--- config.mk ---
export PLATFORM = sky130hd
export DESIGN_NAME = pc_stack_unit
export DESIGN_NICKNAME = d
export VERILOG_FILES = /design/src/rtl/pcs_pkg.sv /design/src/rtl/pcs_ctrl.sv /design/src/rtl/pcs_stack.sv /design/src/rtl/pcs_datapath.sv /design/src/rtl/pc_stack_unit.sv
export SDC_FILE = /design/constraint.sdc
export NUM_CORES = 1
export LEC_CHECK = 0
export BUFFER_PORTS_ARGS = -buffer_cell sky130_fd_sc_hd__buf_4
export CAP_MARGIN = 20
export CORE_ASPECT_RATIO = 0.75
export CORE_MARGIN = 5
export CORE_UTILIZATION = 50
export DETAILED_ROUTE_END_ITERATION = 10
export GPL_ROUTABILITY_DRIVEN = 0
export GPL_TIMING_DRIVEN = 0
export PLACE_DENSITY = 0.72
export SYNTH_ARGS = -nofsm -noshare
export SYNTH_HDL_FRONTEND = slang
export SYNTH_HIERARCHICAL = 1
export SYNTH_SLANG_ARGS = --single-unit
--- constraint.sdc ---
create_clock -name clk -period 2.58 [get_ports clk]
set_input_delay 0.387 -clock clk [delete_from_list [all_inputs] [get_ports clk]]
set_output_delay 0.387 -clock clk [all_outputs]
set_load 0.03 [all_outputs]
--- src/rtl/pcs_pkg.sv ---
package pcs_pkg;
  typedef enum logic [2:0] {
    SRC_SEQ  = 3'd0,
    SRC_JUMP = 3'd1,
    SRC_CALL = 3'd2,
    SRC_RET  = 3'd3,
    SRC_INTR = 3'd4,
    SRC_HOLD = 3'd5
  } src_e;

  typedef struct packed {
    logic loadSeq;
    logic loadTarget;
    logic loadVector;
    logic loadStack;
    logic loadLow;
    logic push;
    logic pushCurrent;
    logic pop;
  } strobe_t;
endpackage

--- src/rtl/pcs_ctrl.sv ---
module pcs_ctrl
  import pcs_pkg::*;
(
  input  logic         clk,
  input  logic         rst_n,
  input  logic [2:0]   srcSel,
  input  logic         lowWrEn,
  output strobe_t      strb
);
  always_comb begin
    strb = '0;
    if (lowWrEn) begin
      strb.loadLow = 1'b1;
    end else begin
      case (srcSel)
        SRC_SEQ:  strb.loadSeq = 1'b1;
        SRC_JUMP: strb.loadTarget = 1'b1;
        SRC_CALL: begin
          strb.loadTarget = 1'b1;
          strb.push = 1'b1;
        end
        SRC_RET: begin
          strb.loadStack = 1'b1;
          strb.pop = 1'b1;
        end
        SRC_INTR: begin
          strb.loadVector = 1'b1;
          strb.push = 1'b1;
          strb.pushCurrent = 1'b1;
        end
        default: strb = '0;
      endcase
    end
  end

  assert_one_source_R10: assert property (@(posedge clk) disable iff (!rst_n)
    $onehot0({strb.loadSeq, strb.loadTarget, strb.loadVector, strb.loadStack, strb.loadLow}));
  assert_hold_quiet_R10: assert property (@(posedge clk) disable iff (!rst_n)
    (srcSel >= 3'd5 && !lowWrEn) |-> (strb == '0));
  assert_low_wins_R7: assert property (@(posedge clk) disable iff (!rst_n)
    lowWrEn |-> (!strb.push && !strb.pop));
endmodule

--- src/rtl/pcs_stack.sv ---
module pcs_stack #(
  parameter int DEPTH = 8,
  parameter int W     = 13
) (
  input  logic         clk,
  input  logic         rst_n,
  input  logic         push,
  input  logic         pop,
  input  logic [W-1:0] pushData,
  output logic [W-1:0] topData
);
  localparam int PW = (DEPTH > 1) ? $clog2(DEPTH) : 1;

  logic [W-1:0]  slots [DEPTH];
  logic [PW-1:0] ptr;
  logic [PW-1:0] ptrDec;

  // Circular index: relies on DEPTH being a power of two.
  assign ptrDec  = ptr - PW'(1);
  assign topData = slots[ptrDec];

  always_ff @(posedge clk or negedge rst_n) begin
    if (!rst_n) begin
      ptr <= '0;
      for (int i = 0; i < DEPTH; i++) slots[i] <= '0;
    end else if (push) begin
      slots[ptr] <= pushData;
      ptr <= ptr + PW'(1);
    end else if (pop) begin
      ptr <= ptrDec;
    end
  end

  assert_no_push_pop_R4: assert property (@(posedge clk) disable iff (!rst_n)
    !(push && pop));
  assert_push_stores_R4: assert property (@(posedge clk) disable iff (!rst_n)
    push |=> (topData == $past(pushData)));
  assert_pop_wraps_R6: assert property (@(posedge clk) disable iff (!rst_n)
    pop |=> (ptr == $past(ptr) - PW'(1)));
endmodule

--- src/rtl/pcs_datapath.sv ---
module pcs_datapath
  import pcs_pkg::*;
#(
  parameter int          PC_W      = 13,
  parameter int          LOW_W     = 8,
  parameter int          DEPTH     = 8,
  parameter logic [12:0] RESET_VEC = 13'h0000,
  parameter logic [12:0] INTR_VEC  = 13'h0004
) (
  input  logic               clk,
  input  logic               rst_n,
  input  strobe_t            strb,
  input  logic [PC_W-1:0]    jumpTarget,
  input  logic [LOW_W-1:0]   lowWrData,
  input  logic               pageWrEn,
  input  logic [PC_W-LOW_W-1:0] pageWrData,
  output logic [PC_W-1:0]    pc
);
  localparam int PG_W = PC_W - LOW_W;

  logic [PG_W-1:0] page;
  logic [PC_W-1:0] pcNext;
  logic [PC_W-1:0] pcInc;
  logic [PC_W-1:0] pushData;
  logic [PC_W-1:0] topData;

  assign pcInc    = pc + PC_W'(1);
  assign pushData = strb.pushCurrent ? pc : pcInc;

  pcs_stack #(.DEPTH(DEPTH), .W(PC_W)) u_stack (
    .clk      (clk),
    .rst_n    (rst_n),
    .push     (strb.push),
    .pop      (strb.pop),
    .pushData (pushData),
    .topData  (topData)
  );

  always_comb begin
    pcNext = pc;
    if (strb.loadLow)         pcNext = {page, lowWrData};
    else if (strb.loadTarget) pcNext = jumpTarget;
    else if (strb.loadVector) pcNext = INTR_VEC[PC_W-1:0];
    else if (strb.loadStack)  pcNext = topData;
    else if (strb.loadSeq)    pcNext = pcInc;
  end

  always_ff @(posedge clk or negedge rst_n) begin
    if (!rst_n) begin
      pc   <= RESET_VEC[PC_W-1:0];
      page <= '0;
    end else begin
      pc <= pcNext;
      if (pageWrEn) page <= pageWrData;
    end
  end

  assert_seq_step_R2: assert property (@(posedge clk) disable iff (!rst_n)
    strb.loadSeq |=> (pc == $past(pc) + PC_W'(1)));
  assert_vector_R5: assert property (@(posedge clk) disable iff (!rst_n)
    strb.loadVector |=> (pc == INTR_VEC[PC_W-1:0]));
  assert_low_write_R7: assert property (@(posedge clk) disable iff (!rst_n)
    strb.loadLow |=> (pc == {$past(page), $past(lowWrData)}));
  assert_page_stable_R8: assert property (@(posedge clk) disable iff (!rst_n)
    !pageWrEn |=> $stable(page));
  assert_hold_R10: assert property (@(posedge clk) disable iff (!rst_n)
    (strb == '0) |=> $stable(pc));
endmodule

--- src/rtl/pc_stack_unit.sv ---
module pc_stack_unit
  import pcs_pkg::*;
#(
  parameter int PC_W    = 13,
  parameter int LOW_W   = 8,
  parameter int PHYS_AW = 10,
  parameter int DEPTH   = 8
) (
  input  logic                  clk,
  input  logic                  rst_n,
  input  logic [2:0]            srcSel,
  input  logic [PC_W-1:0]       jumpTarget,
  input  logic                  lowWrEn,
  input  logic [LOW_W-1:0]      lowWrData,
  input  logic                  pageWrEn,
  input  logic [PC_W-LOW_W-1:0] pageWrData,
  output logic [PC_W-1:0]       pcFull,
  output logic [LOW_W-1:0]      pcLow,
  output logic [PHYS_AW-1:0]    fetchAddr
);
  strobe_t strb;

  pcs_ctrl u_ctrl (
    .clk     (clk),
    .rst_n   (rst_n),
    .srcSel  (srcSel),
    .lowWrEn (lowWrEn),
    .strb    (strb)
  );

  pcs_datapath #(.PC_W(PC_W), .LOW_W(LOW_W), .DEPTH(DEPTH)) u_dp (
    .clk        (clk),
    .rst_n      (rst_n),
    .strb       (strb),
    .jumpTarget (jumpTarget),
    .lowWrData  (lowWrData),
    .pageWrEn   (pageWrEn),
    .pageWrData (pageWrData),
    .pc         (pcFull)
  );

  assign pcLow     = pcFull[LOW_W-1:0];
  assign fetchAddr = pcFull[PHYS_AW-1:0];

  assert_reset_low_R1: assert property (@(posedge clk)
    !rst_n |-> (pcFull == '0));
endmodule

======== After elaboration in Yosys (flattened, before gate mapping) ========
Index checks and enable logic that the tools add are counted.
storage, ports and cells
  flip-flop bits (word level) ............. 125
  word-level logic and storage cells ...... 51
  output and inout port bits .............. 31
operators by class
  multiplexer cells ....................... 22
  $add $sub $neg .......................... 3
  bitwise operators ....................... 2
  order comparisons ....................... 3
  eq/ne operators ......................... 4
  reduce and logical (&&, ||, !) cells .... 6
operator list
  operator               number
  $mux 13                9
  $bwmux 104             1
  $bmux 13 s3            1
  $demux 13 s3           1
  $add 13x1->13 const B  1
  $mux 3                 3
  $ge 4x4->1 const B     2
  $not 3->4              2
  $eq 3x2->1 const B     2
  $mux 1                 6
  $reduce_bool 5->1      1
  $lt 4x1->1 const B     1
  $mux 4                 1
  $reduce_or 2->1        2
  $add 3x1->3 const B    1
  $eq 3x1->1 const B     1
  $eq 3x3->1 const B     1
  $logic_not 3->1        1
  $sub 3x1->3 const B    1
  $reduce_bool 2->1      1
  $logic_and 1x1->1      1

======== Longest topological paths before layout ========
Gate-level depths: netlist (run 1).
  word-level depth ........................ 9
  gate-level depth with buffers ........... 14
  mapped depth without buffers ............ 10

======== Hierarchy ========
Netlist (run 1), hierarchy kept.
by module, submodules not included
  module         instances  seq. area each (um^2)  cells each  area each (um^2)
  pcs_stack      1          2677.6                 381         5046.1
  pcs_datapath   1          450.4                  179         1471.4
  pc_stack_unit  1          0.0                    18          135.1
  pcs_ctrl       1          0.0                    11          73.8

======== Worst setup path before layout (run 1) ========
OpenSTA, ideal clock, no wires.
  path type ............................... reg2reg
  start point ............................. register u_dp.u_stack.ptr[0]
  end point ............................... register u_dp.pc[5]
  setup slack ............................. -248 ps
  buffers on the path ..................... 3
  arrival time ............................ 2706 ps
  required time ........................... 2458 ps
  period minus slack after synthesis ...... 2828 ps
  stages on the path, launching flop included .. 13
  cell sequence ........................... dfrtp_1 inv_1 buf_2 clkbuf_1 ha_1 xor2_2 clkbuf_1 nand3_1 and4_1 and3b_1 a21oi_1 o311ai_0 a32o_1
between the ends
  cells in the longest elaborated chain, start to end .. 9
ends and longest elaborated chain
  item                                         RTL line            RTL
  start, declared                              pcs_stack.sv:15     logic [PW-1:0] ptr;
  start signal, assigned                       pcs_stack.sv:28     ptr <= ptr + PW'(1);
  start signal, assigned                       pcs_stack.sv:30     ptr <= ptrDec;
  $sub 3x1->3                                  pcs_stack.sv:19     assign ptrDec = ptr - PW'(1);
  net u_dp.u_stack.ptrDec[0]                   pcs_stack.sv:16     logic [PW-1:0] ptrDec;
  $not 3->4 (implied by the code)              pcs_stack.sv:20     assign topData = slots[ptrDec];
  $bmux 13 s3                                  pcs_stack.sv:20
  $mux 13 (implied by the code) (2 in series)  pcs_stack.sv:20
  net u_dp.topData[5]                          pcs_datapath.sv:25  logic [PC_W-1:0] topData;
  $mux 13                                      pcs_datapath.sv:44  else if (strb.loadStack) pcNext = topData;
  $mux 13                                      pcs_datapath.sv:43  else if (strb.loadVector) pcNext = INTR_VEC[PC_W-1:0];
  $mux 13                                      pcs_datapath.sv:42  else if (strb.loadTarget) pcNext = jumpTarget;
  $mux 13                                      pcs_datapath.sv:41  if (strb.loadLow) pcNext = {page, lowWrData};
  end signal, assigned                         pcs_datapath.sv:50  pc <= RESET_VEC[PC_W-1:0];
  end signal, assigned                         pcs_datapath.sv:53  pc <= pcNext;
  end, declared                                pcs_datapath.sv:17  output logic [PC_W-1:0] pc
The timed path passes the listed nets, and every way through them passes these cells. The select of a mux whose other input is x is not followed.
A chain may end at the register's enable or synchronous reset.

======== Final worst setup path (run 1) ========
  start point ............................. register u_dp.u_stack.ptr[0]
  end point ............................... register u_dp.pc[0]
between the ends
  cells in the longest elaborated chain, start to end .. 9
ends and longest elaborated chain
  item                                         RTL line
  $sub 3x1->3                                  pcs_stack.sv:19
  $not 3->4 (implied by the code)              pcs_stack.sv:20
  $bmux 13 s3                                  pcs_stack.sv:20
  $mux 13 (implied by the code) (2 in series)  pcs_stack.sv:20
  net u_dp.topData[0]                          pcs_datapath.sv:25
  $mux 13                                      pcs_datapath.sv:44
  $mux 13                                      pcs_datapath.sv:43
  $mux 13                                      pcs_datapath.sv:42
  $mux 13                                      pcs_datapath.sv:41
The timed path passes the listed nets, and every way through them passes these cells. The select of a mux whose other input is x is not followed.

==> flow_metrics.py, run 1 <==
metrics = {
    "grt": {
        "gr-usage-all-layers_pct": 23.0,
        "grt_start_max_net_pins": 90,
        "grt_first_pass_wirelength_mm": 28.5,
        "grt_overflow_total": 0,
        "grt_antenna_before_repair": 0,
        "via_count_of_the_first_global_routing_pass": 5283,
    },
    "clock_tree": {
        "clock_pin_slew_worst_setup_and_hold_paths_ns": 0.06,
        "cts.htree.levels": 4,
        "cts_tree": "yes",
        "cts_sinks": 125,
        "cts-root-to-sink-buffers": 2,
        "cts_inserted_buffers": 17,
        "cts.root.buffer_cell": "sky130_fd_sc_hd__clkbuf_16",
        "later_pin_clock_latency_in_the_skew_report_ns": 0.42,
    },
    "logic_synthesis": {
        "ys_seq_area_share_pct": 46.5,
        "avgSynthCellArea_um2": 11.4,
        "synthCells": 589,
        "synth_async_sr_flop_share_pct": 100,
        "post_synth_edffs": 0,
        "syn_nets": 625,
        "yosys.cell_types.count": 51,
        "synth_seq_cells": 125,
        "synthesis.yosys.warnings": 6,
        "synth_area_um2": 6730,
        "ys.flop_type": "sky130_fd_sc_hd__dfrtp_1",
    },
    "job": {
        "max-cap-violations": 0,
    },
    "power_and_ir_drop": {
        "power.ir.vdd_worst_mv": 1.04,
        "pwr_density_cell_nw_per_um2": 1350,
        "p_leak_nw": 3.84,
    },
    "finish": {
        "antenna_cells": 0,
        "final_design_area_no_fill_um2": 8340,
        "fin_cells": 870,
        "final_nets": 722,
        "final_layout_size_suffix_gt1_share_pct": 41.1,
        "area_delta_synth_final_pct": 24.0,
    },
    "timing": {
        "final.min_clock_period_ns": 2.50,
        "unrepaired_setup_endpoints_after_global_routing": "no",
        "slew-limit-headroom_pct": 32.6,
        "slew_violations": 0,
        "fin_skew_ns": 0.0156,
        "layout_setup_ws_ns": 0.0843,
        "tightest_slew_ns": 1.00,
        "setup_viol_count_final": 0,
        "finalHoldViolCount": 0,
        "fmax_mhz": 401,
        "finalCritPeriodShare_pct": 96.7,
    },
    "routing": {
        "routed-via-count": 5150,
        "avgRoutedWirePerCell_um": 20.3,
        "drt_via_density": 5.92,
        "ant_nets": 0,
        "drt_pre_antenna_iters": 7,
        "post-route-drc-count": 0,
        "detail_route.iter0.violations": 396,
        "drt_wl_total_mm": 17.6,
    },
    "critical_path": {
        "category_of_the_most_critical_setup_path": "reg2reg",
        "timing.critical_path.to_type": "register",
        "worst-path-max-fanout": 11,
        "setup.worst_path.start_class": "register",
        "critical_path_arrival_ns": 2.78,
        "reg2reg_setup_slack_ns": 0.08,
        "cp.required_ns": 2.86,
    },
    "floorplan": {
        "fp.dieArea_um2": 15900,
        "die_h_um": 110,
        "floorplan_row_count": 36,
        "horizontal_die_dimension_um": 144,
        "initial_core_util_pct": 51.3,
        "num_io_pins": 64,
        "design.core.area_um2": 13100,
    },
    "placed_design": {
        "placedInstanceArea_um2": 7520,
        "detailedPlace.worstSlack_ns": -0.473,
        "dp_hpwl_mm": 12.6,
        "placed_cells": 824,
        "port_buffers": 63,
    },
    "worst_hold_path": {
        "holdCritPathClass": "in2reg",
    },
    "run_status": {
        "status": "completed",
    },
}
[worst paths after layout]
| path | from | to | depth (start not counted) |
|---|---|---|---|
| max in group asynchronous | rst_n | u_dp/u_stack/slots[89] | 3 |
| min in group asynchronous | rst_n | u_dp/u_stack/slots[64] | 2 |
| hold / removal | pageWrData[1] | u_dp/page[1] | 2 |
| hold reg to reg | u_dp/page[3] | u_dp/page[3] | 1 |
| setup / recovery | u_dp/u_stack/ptr[0] | u_dp/pc[0] | 13 |
| setup reg to reg | u_dp/u_stack/ptr[0] | u_dp/pc[0] | 13 |
[layout make-up]
type	instances	area (um^2)
fillers	1017	4770
multi-input cells	399	3290
flip-flops and latches	125	3130
repair buffers	79	619
plain buffers	58	472
clock buffers	19	453
well taps	171	214
clock inverters	13	140
inverters	6	22.5
[cells in the final DEF (no fill, tap or decap), drive strengths merged, types with 4 or more instances in the layout]
cell / count
a21oi: 17
and4: 14
buf: 128
clkbuf: 27
clkinv: 5
clkinvlp: 4
dfrtp: 125
inv: 8
mux2: 110
mux2i: 54
nand2: 23
nand2b: 5
nand3: 59
nand4: 7
nor2: 17
nor3: 13
o21ai: 17
xnor2: 7
xor2: 14
[synthesized netlist by cell type, types with 3 or more instances]
master	number	area (um^2)
sky130_fd_sc_hd__clkbuf_1	11	41.3
sky130_fd_sc_hd__nand3_1	58	290
sky130_fd_sc_hd__mux2_2	110	1240
sky130_fd_sc_hd__o21ai_0	17	85.1
sky130_fd_sc_hd__buf_2	19	95.1
sky130_fd_sc_hd__xor2_1	13	114
sky130_fd_sc_hd__nand2_1	23	86.3
sky130_fd_sc_hd__a21oi_1	17	85.1
sky130_fd_sc_hd__xnor2_1	7	61.3
sky130_fd_sc_hd__ha_1	3	37.5
sky130_fd_sc_hd__nand4_1	6	37.5
sky130_fd_sc_hd__nor3_1	13	65.1
sky130_fd_sc_hd__buf_4	25	188
sky130_fd_sc_hd__dfrtp_1	125	3130
sky130_fd_sc_hd__nand2b_1	5	31.3
sky130_fd_sc_hd__mux2i_1	54	541
sky130_fd_sc_hd__inv_1	6	22.5
sky130_fd_sc_hd__o22ai_1	3	18.8
sky130_fd_sc_hd__and4_1	14	123
sky130_fd_sc_hd__nor3b_1	3	22.5
sky130_fd_sc_hd__nor2_1	17	63.8
[state kept, by name, indices dropped and copies added, names as in the netlist]
| signal | cells |
|---|---|
| u_dp/u_stack/slots | 104 |
| u_dp/pc | 13 |
| u_dp/page | 5 |
| u_dp/u_stack/ptr | 3 |
[timing repair]
item                                    in CTS  in global routing
hold endpoints to repair                    36                  0
endpoints found under the setup margin      13                 45
pin swaps                                    3                  1
hold buffers                                 1                  0
setup buffers                               12                  2
gates resized for setup                     22                 12
[through the flow]
| stage | total power [W] | TNS (ns) | hold slack [ns] | util [%] |
|---|---|---|---|---|
| 5_1_grt | 0.0119 | 0 | 0.199 | 63.6 |
| 4_1_cts | 0.0111 | 0 | 0.189 | 63.2 |
| 3_3_place_gp | 0.00794 | -14.83 | 0.486 | 57.1 |
| 6_report | 0.0113 | 0 | 0.204 | 63.6 |
| 3_5_place_dp | 0.00810 | -17.71 | 0.318 | 57.4 |
| 2_1_floorplan | 0.00675 | 0 | 0.0914 | - |
[worst max-delay path, stage by stage (launching register included)]
cell and delay [ns]:
sky130_fd_sc_hd__dfrtp_2 0.36, sky130_fd_sc_hd__inv_2 0.05, sky130_fd_sc_hd__buf_6 0.15, sky130_fd_sc_hd__ha_4 0.28
sky130_fd_sc_hd__buf_12 0.14, sky130_fd_sc_hd__buf_12 0.16, sky130_fd_sc_hd__mux2i_1 0.23, sky130_fd_sc_hd__nand3_1 0.09
sky130_fd_sc_hd__and4_1 0.24, sky130_fd_sc_hd__nand2_1 0.07, sky130_fd_sc_hd__o21ai_0 0.08, sky130_fd_sc_hd__a221o_1 0.35
sky130_fd_sc_hd__o21ai_0 0.09, sky130_fd_sc_hd__a21oi_1 0.09
[cells by family after synthesis]
family | share of synthesized area (%)
mux | 26.5
simple gates | 12.7
flops | 46.5
buf+inv | 5.60
compound gates | 5.34
xor+xnor | 2.85
fa+ha+maj | 0.558
[routing by layer]
| layer | GRT usage (%) | vias to the layer above | wire (um) |
|---|---|---|---|
| li1 | - | 2328 | - |
| met1 | 33.2 | 2607 | 7940 |
| met2 | 34.0 | 194 | 8080 |
| met3 | 6.18 | 21 | 1420 |
| met4 | 6.21 | 0 | 199 |
| met5 | 0 | - | 0 |
[power breakdown]
group	switching (W)	total, W	internal, W
clock network	0.000905	0.00238	0.00147
registers	0.000501	0.00326	0.00276
logic	0.00280	0.00561	0.00281
Power figures use the tool's default switching activity.
==> inputs of run 2 (changes only) <==
- PLACE_DENSITY: 0.72 -> not set
- PLACE_DENSITY_LB_ADDON: not set -> 0.25
==> run 2 against run 1 <==
Against the previous run:
- die area did not move
- worst setup slack worse by 0.052 ns
- fmax fell by 2.1%
- critical path depth fell by 1
- total power grew 0.92%
- via count rose by 0.91%
- sequential power hardly changed
- wire length down 1.4%
- clock power about the same
- global-route usage fell by 0.28 points
- flip-flop and latch count unchanged
- combinational power increased by 2%
- critical path type unchanged
==> flow_metrics.py, run 2 (synthesis results as in run 1) <==
metrics = {
    "routing": {
        "drt_wl_total_mm": 17.4,
        "post-route-drc-count": 0,
        "ant_nets": 0,
        "drt_via_density": 5.93,
        "drt_pre_antenna_iters": 6,
        "avgRoutedWirePerCell_um": 19.8,
        "routed-via-count": 5197,
        "detail_route.iter0.violations": 414,
    },
    "critical_path": {
        "critical_path_arrival_ns": 2.84,
        "ff2ff_path_depth": 12,
        "worst_path_max_delay_cell": "sky130_fd_sc_hd__dfrtp_2",
        "crit_path_cell_trace": "inv_2 > clkbuf_16 > ha_4 > buf_12 > buf_12 > mux2i_2 > nand3_1 > and4_1 > and3b_1 > a21oi_2 > o311ai_4 > a32o_1",
        "category_of_the_most_critical_setup_path": "reg2reg",
        "reg2reg_setup_slack_ns": 0.03,
        "max_stage_delay_ns": 0.37,
        "path_common_cell": "sky130_fd_sc_hd__buf_12",
        "cp.required_ns": 2.88,
        "worst-path-max-fanout": 7,
        "timing.critical_path.to_type": "register",
        "setup.worst_path.start_class": "register",
    },
    "timing": {
        "finalCritPeriodShare_pct": 98.8,
        "setup_viol_count_final": 0,
        "whs_ns": 0.208,
        "fin_skew_ns": 0.0102,
        "slew-limit-headroom_pct": 50.3,
        "setup_total_negative_slack_ns": 0,
        "tightest_slew_ns": 0.744,
        "slew_violations": 0,
        "fmax_mhz": 392,
        "finalHoldViolCount": 0,
        "final.min_clock_period_ns": 2.55,
        "unrepaired_setup_endpoints_after_global_routing": "yes",
    },
    "grt": {
        "met2_usage_pct": 34.3,
        "grt_first_pass_wirelength_mm": 28.4,
        "grt_antenna_before_repair": 0,
        "gr-usage-all-layers_pct": 22.7,
        "grt.met1_usage_pct": 33.3,
        "via_count_of_the_first_global_routing_pass": 5324,
        "groute.layer.met3.usage_pct": 5.23,
        "top_usage_layer": "met2",
        "grt_start_max_net_pins": 104,
        "grt_overflow_total": 0,
    },
    "floorplan": {
        "initial_core_util_pct": 51.3,
        "fp.dieArea_um2": 15900,
        "design.core.area_um2": 13100,
        "horizontal_die_dimension_um": 144,
        "die_h_um": 110,
        "floorplan_row_count": 36,
        "num_io_pins": 64,
    },
    "placed_design": {
        "dp_hpwl_mm": 12.5,
        "placed_cells": 824,
        "port_buffers": 63,
    },
    "finish": {
        "most_frequent_standard_cell_in_the_layout_excluding_fill_and_tap_cells": "sky130_fd_sc_hd__dfrtp_1",
        "fin_cells": 877,
        "regMostFlops": "u_dp/u_stack/slots",
        "final_nets": 729,
        "flip_flop_count_of_the_largest_register_after_layout": 104,
        "biggest_registers_after_layout": "u_dp/u_stack/slots x104, u_dp/pc x13, u_dp/page x5",
        "final_layout_size_suffix_gt1_share_pct": 42.2,
        "antenna_cells": 0,
        "layout_common_cells": "123 x sky130_fd_sc_hd__dfrtp_1, 110 x sky130_fd_sc_hd__mux2_2, 109 x sky130_fd_sc_hd__buf_4",
        "area_delta_synth_final_pct": 25.3,
    },
    "clock_tree": {
        "cts.root.buffer_cell": "sky130_fd_sc_hd__clkbuf_16",
        "cts-root-to-sink-buffers": 2,
        "cts_inserted_buffers": 17,
        "cts.htree.levels": 4,
        "later_pin_clock_latency_in_the_skew_report_ns": 0.41,
        "clock_pin_slew_worst_setup_and_hold_paths_ns": 0.06,
        "cts_tree": "yes",
        "cts_sinks": 125,
    },
    "power_and_ir_drop": {
        "power.ir.vdd_worst_mv": 1.11,
        "p_leak_nw": 3.88,
        "pwr_density_cell_nw_per_um2": 1350,
    },
    "worst_hold_path": {
        "holdCritPathClass": "in2reg",
        "cells_on_worst_hold_path": 2,
    },
    "job": {
        "max-cap-violations": 0,
    },
    "run_status": {
        "status": "completed",
    },
}
[run 2: changes by cell type in the layout (fill, tap and decap cells not counted), sizes merged]
| cell | delta |
|---|---|
| buf | +4 |
| clkbuf | +3 |
[run 2: path summary, 6_finish.rpt]
| path | to | startpoint |
|---|---|---|
| max | u_dp/pc[5] | u_dp/u_stack/ptr[0] |
| max reg2reg | u_dp/pc[5] | u_dp/u_stack/ptr[0] |
| min in group asynchronous | u_dp/u_stack/slots[79] | rst_n |
| min | u_dp/page[1] | pageWrData[1] |
| max in group asynchronous | u_dp/u_stack/slots[6] | rst_n |
| min reg2reg | u_dp/u_stack/slots[66] | u_dp/u_stack/slots[66] |
[run 2: worst max-delay path: cells and delay by family, from the launching register on]
kind	cells	cell delay, ns
AOI/OAI and AO/OA	3	0.60
and+or+nand+nor	3	0.50
DFF	1	0.37
buffers and inverters	4	0.47
adders and majority gates	1	0.26
muxes	1	0.22
[run 2: per-stage QoR]
stage                     cell area (um^2)  setup slack [ns]  utilization, %  total power [W]
after floorplan                       6800           0.00834               -          0.00675
after global placement                7490            -0.404            57.1          0.00792
after detailed placement              7520            -0.516            57.4          0.00811
after CTS                             8370          0.000376            63.9           0.0113
after global routing                  8430           -0.0239            64.3           0.0120
final                                 8430            0.0321            64.3           0.0114
[run 2: cell type report]
cell class	instances	area, um^2
Buffer	58	470
Clock buffer	19	453
Clock inverter	13	140
Fill cell	990	4680
Inverter	6	22.5
Multi-Input combinational cell	399	3320
Sequential cell	125	3130
Tap cell	171	214
Timing Repair Buffer	86	676
[run 2: report_power, final]
group,internal (W),switching [W]
registers,0.00276,0.000500
clock network,0.00147,0.000881
logic,0.00290,0.00284
total,0.00714,0.00422
[run 2: repair_timing]
item,4_1_cts,5_1_grt
hold buffers,1,0
endpoints found under the setup margin,13,29
endpoints found under the hold margin,22,0
gates resized for setup,27,8
pin swaps,6,5
setup buffers,17,3
[run 2: routing by layer]
| layer | routed length (um) | vias to the layer above |
|---|---|---|
| met5 | 0 | - |
| met4 | 227 | 0 |
| met3 | 1220 | 19 |
| met2 | 7940 | 181 |
| met1 | 8010 | 2655 |
| li1 | - | 2342 |
